### src/rtl/pci_window_decode.sv
module pci_window_decode #(
  parameter int unsigned REG_AW      = 12,
  parameter int unsigned OFS_ENABLE  = 12'h060,
  parameter int unsigned OFS_CONTROL = 12'h038,
  parameter logic [31:0] ENABLE_MASK = 32'h7FFF_FFFE,
  parameter logic [31:0] SEG_BASE    = 32'hF000_0000,
  parameter int unsigned SEG_LOG2    = 23,
  parameter logic [31:0] LOCAL_BASE  = 32'hFFF0_0000,
  parameter int unsigned MODE_LSB    = 7,
  parameter logic [1:0]  MODE_ON     = 2'b01
) (
  input  logic              clk,
  input  logic              rst_n,
  input  logic              reg_we,
  input  logic [REG_AW-1:0] reg_addr,
  input  logic [31:0]       reg_wdata,
  output logic [31:0]       reg_rdata,
  input  logic [31:0]       cpu_addr,
  output logic              cpu_hit,
  output logic [31:0]       cpu_pci_addr,
  input  logic [31:0]       bm_addr,
  output logic [1:0]        bm_class
);
  localparam int unsigned IDX_W = 5;
  localparam logic [31:0] SEG_SIZE = 32'(1) << SEG_LOG2;
  localparam logic [31:0] PEER_LO  = SEG_BASE + SEG_SIZE;
  localparam logic [31:0] PEER_END = SEG_BASE + 32'(31) * SEG_SIZE;
  localparam logic [1:0] CL_NONE = 2'd0, CL_SYS = 2'd1, CL_PEER = 2'd2, CL_LOCAL = 2'd3;

  logic [31:0] seg_en, ctrl;
  logic [31:0] seg_off;
  logic [IDX_W-1:0] seg_idx;
  logic fwd_on;

  always_ff @(posedge clk or negedge rst_n) begin
    if (!rst_n) begin
      seg_en <= '0;
      ctrl   <= '0;
    end else if (reg_we) begin
      if (reg_addr == REG_AW'(OFS_ENABLE))  seg_en <= reg_wdata & ENABLE_MASK;
      if (reg_addr == REG_AW'(OFS_CONTROL)) ctrl   <= reg_wdata;
    end
  end

  always_comb begin
    reg_rdata = '0;
    if (reg_addr == REG_AW'(OFS_ENABLE))  reg_rdata = seg_en;
    if (reg_addr == REG_AW'(OFS_CONTROL)) reg_rdata = ctrl;
  end

  assign fwd_on       = (ctrl[MODE_LSB +: 2] == MODE_ON);
  assign seg_off      = cpu_addr - SEG_BASE;
  assign seg_idx      = seg_off[SEG_LOG2 +: IDX_W];
  assign cpu_hit      = fwd_on && (cpu_addr >= SEG_BASE) && seg_en[seg_idx];
  assign cpu_pci_addr = cpu_hit ? cpu_addr : '0;

  always_comb begin
    if (bm_addr < PEER_LO)        bm_class = CL_SYS;
    else if (bm_addr < PEER_END)  bm_class = CL_PEER;
    else if (bm_addr >= LOCAL_BASE) bm_class = CL_LOCAL;
    else                          bm_class = CL_NONE;
  end

  a_r4_mode_gate: assert property (@(posedge clk) disable iff (!rst_n)
    cpu_hit |-> (ctrl[MODE_LSB +: 2] == MODE_ON));
  a_r4_window: assert property (@(posedge clk) disable iff (!rst_n)
    cpu_hit |-> (cpu_addr >= PEER_LO && cpu_addr < PEER_END));
  a_r5_same_addr: assert property (@(posedge clk) disable iff (!rst_n)
    cpu_hit |-> (cpu_pci_addr == cpu_addr));
  a_r5_idle_zero: assert property (@(posedge clk) disable iff (!rst_n)
    !cpu_hit |-> (cpu_pci_addr == '0));
  a_r6_system: assert property (@(posedge clk) disable iff (!rst_n)
    (bm_class == CL_SYS) |-> (bm_addr < PEER_LO));
  a_r2_edges_off: assert property (@(posedge clk) disable iff (!rst_n)
    reg_we |=> (seg_en[0] == 1'b0 && seg_en[31] == 1'b0));
  a_r3_hold: assert property (@(posedge clk) disable iff (!rst_n)
    !reg_we |=> ($stable(seg_en) && $stable(ctrl)));
endmodule

### config.mk
export PLATFORM = sky130hd
export DESIGN_NAME = pci_window_decode
export DESIGN_NICKNAME = d
export VERILOG_FILES = /design/src/rtl/pci_window_decode.sv
export SDC_FILE = /design/constraint.sdc
export NUM_CORES = 1
export LEC_CHECK = 0
export BUFFER_PORTS_ARGS = -buffer_cell sky130_fd_sc_hd__buf_2
export CORE_MARGIN = 2
export CORE_UTILIZATION = 40
export CTS_BUF_LIST = sky130_fd_sc_hd__clkbuf_4 sky130_fd_sc_hd__clkbuf_8 sky130_fd_sc_hd__clkbuf_16
export DETAILED_ROUTE_END_ITERATION = 10
export GPL_ROUTABILITY_DRIVEN = 0
export PLACE_DENSITY = 0.72
export SLEW_MARGIN = 30
export SYNTH_ARGS = -nofsm -noshare
export SYNTH_HDL_FRONTEND = slang
export SYNTH_SLANG_ARGS = --single-unit
### constraint.sdc
create_clock -name clk -period 3.4 [get_ports clk]
set_input_delay 0.51 -clock clk [delete_from_list [all_inputs] [get_ports clk]]
set_output_delay 0.51 -clock clk [all_outputs]
set_load 0.005 [all_outputs]
==> results.toml <==
[cells_and_area]
final_util = 0.5418
drive_above_1_share = 0.5663
diodes = 0
final_nets = 552
syn2layout_area_growth_pct = 29.98

[global_routing]
grt_pass1_wl_mm = 14.64
grt_max_degree = 39
antenna_found_initial = 0
track_usage = 0.1936
grt_pass1_vias = 3041
overflow = 0

[route]
drtAntennaViolNets = 0
viasPerCell = 5.360
drt_iter0_markers = 68
wl_per_cell_um = 16.36
first_pass_iters = 4
vias = 2948
drc_errors = 0
drt-total-wl_mm = 8.998

[timing]
timing.final.max_slew_violations = 0
relSlewSlack = 0.4006
finalHoldViolCount = 0
tightest_slew_ps = 899.1
post-route-min-period_ps = 2896
rsz0062_at_grt = "false"
final.setup.tns_ps = 0
fin_skew_ps = 0
max_freq_mhz = 345.3
timing.final.crit_share = 0.8519
report.final.setup_viol = 0

[yosys]
yosysMostFrequentCell = "mux2_2"
synth.distinct_cells = 34
synth_enable_flop_cells = 0
ys_seq_area_frac = 0.4485
ys_ff_latch = 62
synth_top_cells_by_area = "dfrtp_1 45%, mux2_2 21%, a22o_1 7.6%"
synth_top_area_cell = "dfrtp_1"
syn_inst = 290
netlist_area_sq_um = 3460
yosysWarningCount = 0
post_synth.cell_area_avg_sq_um = 11.93
synthArstFlopShare = 1.000
syn_nets = 401
synth_top_cell_area_share = 0.4485
synth.top_cells.by_count = "64 x mux2_2, 62 x dfrtp_1, 30 x a22o_1, 26 x inv_1, 22 x a211oi_1"
synth-main-ff-cell = "dfrtp_1"

[setup_path]
slowest_stage = "mux4_1"
reg2reg_depth = 1
critPathKind = "primary input to primary output"
worstPathMaxFanout = 31
crit_top_cell = "buf_2"
cp_num_buf_inv = 3
crit_family = "multiplexers"
slowest_delay_ps = 620
arrival_ps = 2390
start_kind = "primary input"
worst_ep_required_time_ps = 2890
timing.critical_path.to_type = "primary output"
r2r_start = "seg_en[13]$_DFFE_PN0P_"
path_cells = "buf_2, mux4_1, mux2_2, o2bb2ai_2, buf_4, a211oi_1, buf_2"
r2r-end = "seg_en[13]$_DFFE_PN0P_"
rrSetupSlack_ps = 2600

[clock_network]
clock_sinks = 62
cts-root-buf = "clkbuf_8"
h-tree-depth = 3
numCtsBuffers = 9
cts_resized = 0
holdBufCountCts = 0
cts_setup_buffers = 0
cts_buffer_depth = 2
clk_pin_slew_ps = 60
clk_latency_ps = 340
cts_tree = "built"

[die]
rows = 33
initial_core_util = 0.4169
io_pins = 178
die_area_sq_um = 9409
core_area_sq_um = 8299
die_w_um = 97
die_h_um = 97

[run]
maxCapViolations = 0

[pwr]
p_per_area_nw_per_um2 = 331.8
p_leak_uw = 0.002511
vdd_drop_max_uv = 236.8

[place]
dp_hpwl_mm = 6.356
port_buffers = 157

[hold_path]
hold_path_class = "primary input to async pin"

[run_status]
outcome = "complete, no violations"
[cells in the final DEF, fill, tap and decap left out, types with 2 or more instances in the layout]
| master | instances |
|---|---|
| inv_1 | 26 |
| o21ai_0 | 2 |
| a22o_1 | 30 |
| mux2i_1 | 6 |
| a211oi_1 | 22 |
| nor3b_1 | 2 |
| nand3b_1 | 2 |
| nand3_1 | 3 |
| dfrtp_1 | 62 |
| a21oi_1 | 7 |
| mux2_2 | 64 |
| nand2_1 | 3 |
| clkinv_2 | 2 |
| buf_2 | 157 |
| nor2_1 | 6 |
| and2_1 | 3 |
| buf_4 | 7 |
| a211oi_2 | 3 |
| clkbuf_8 | 10 |
| mux4_1 | 4 |
| nand4_1 | 5 |
| nor3_1 | 2 |
[layer usage]
metal  routed length, um  share of wire  global-route usage  vias up
met5                   0              0                   0        -
met4                 119          0.013             0.05092        0
met3                 746          0.083             0.06431       10
met2                4400           0.49              0.3413      130
met1                3732           0.41              0.2256     1431
li1                    -              -                   -     1377
[power by group]
group	internal (uW)	switching [uW]	leakage [uW]
combinational	53.9	63.9	0.00155
sequential	741	2.13	0.000866
clock	360	272	0.0000986
[worst max-delay path by stage]
stage	from	to	depth (start not counted)
after detailed placement	cpu_addr[23]	cpu_pci_addr[21]	7
final	cpu_addr[23]	cpu_pci_addr[21]	7
after global routing	cpu_addr[25]	cpu_pci_addr[21]	6
after floorplan	cpu_addr[23]	cpu_pci_addr[1]	6
after global placement	cpu_addr[23]	cpu_pci_addr[21]	7
after CTS	cpu_addr[23]	cpu_pci_addr[21]	7
[registers in the layout (all words and copies together), names as in the netlist]
register / flops
ctrl: 32
seg_en: 30
[kinds of logic (layout without fill, tap and decap cells)]
logic type,Yosys count,after routing,synth area share
AOI/OAI and AO/OA,69,69,0.1606
muxes,75,75,0.2626
buffers and inverters,50,205,0.07197
and+or+nand+nor,34,34,0.05642
DFF,62,62,0.4485
[per-stage QoR]
| step | hold slack (ps) | total power, uW | setup slack (ps) | area [sq um] | cells |
|---|---|---|---|---|---|
| after floorplan | 214.4 | 799.3 | 1020 | 3460 | 290 |
| after global placement | 482.8 | 872.1 | 495.2 | 4304 | 535 |
| after detailed placement | 496.2 | 876.2 | 495.0 | 4304 | 535 |
| after CTS | 161.4 | 1511 | 492.9 | 4497 | 550 |
| after global routing | 193.5 | 1560 | 397.2 | 4497 | 550 |
| final | 168.5 | 1492 | 503.7 | 4497 | 550 |
[cell type report]
class | count | area (sq um)
fill | 762 | 3802
multi-input combinational | 178 | 1685
sequential | 62 | 1551
timing repair buffer | 164 | 838.3
clock buffer | 11 | 145.1
tap | 105 | 131.4
inverter | 26 | 97.59
clock inverter | 4 | 47.55
No activity file was read; power rests on OpenSTA's default activity.
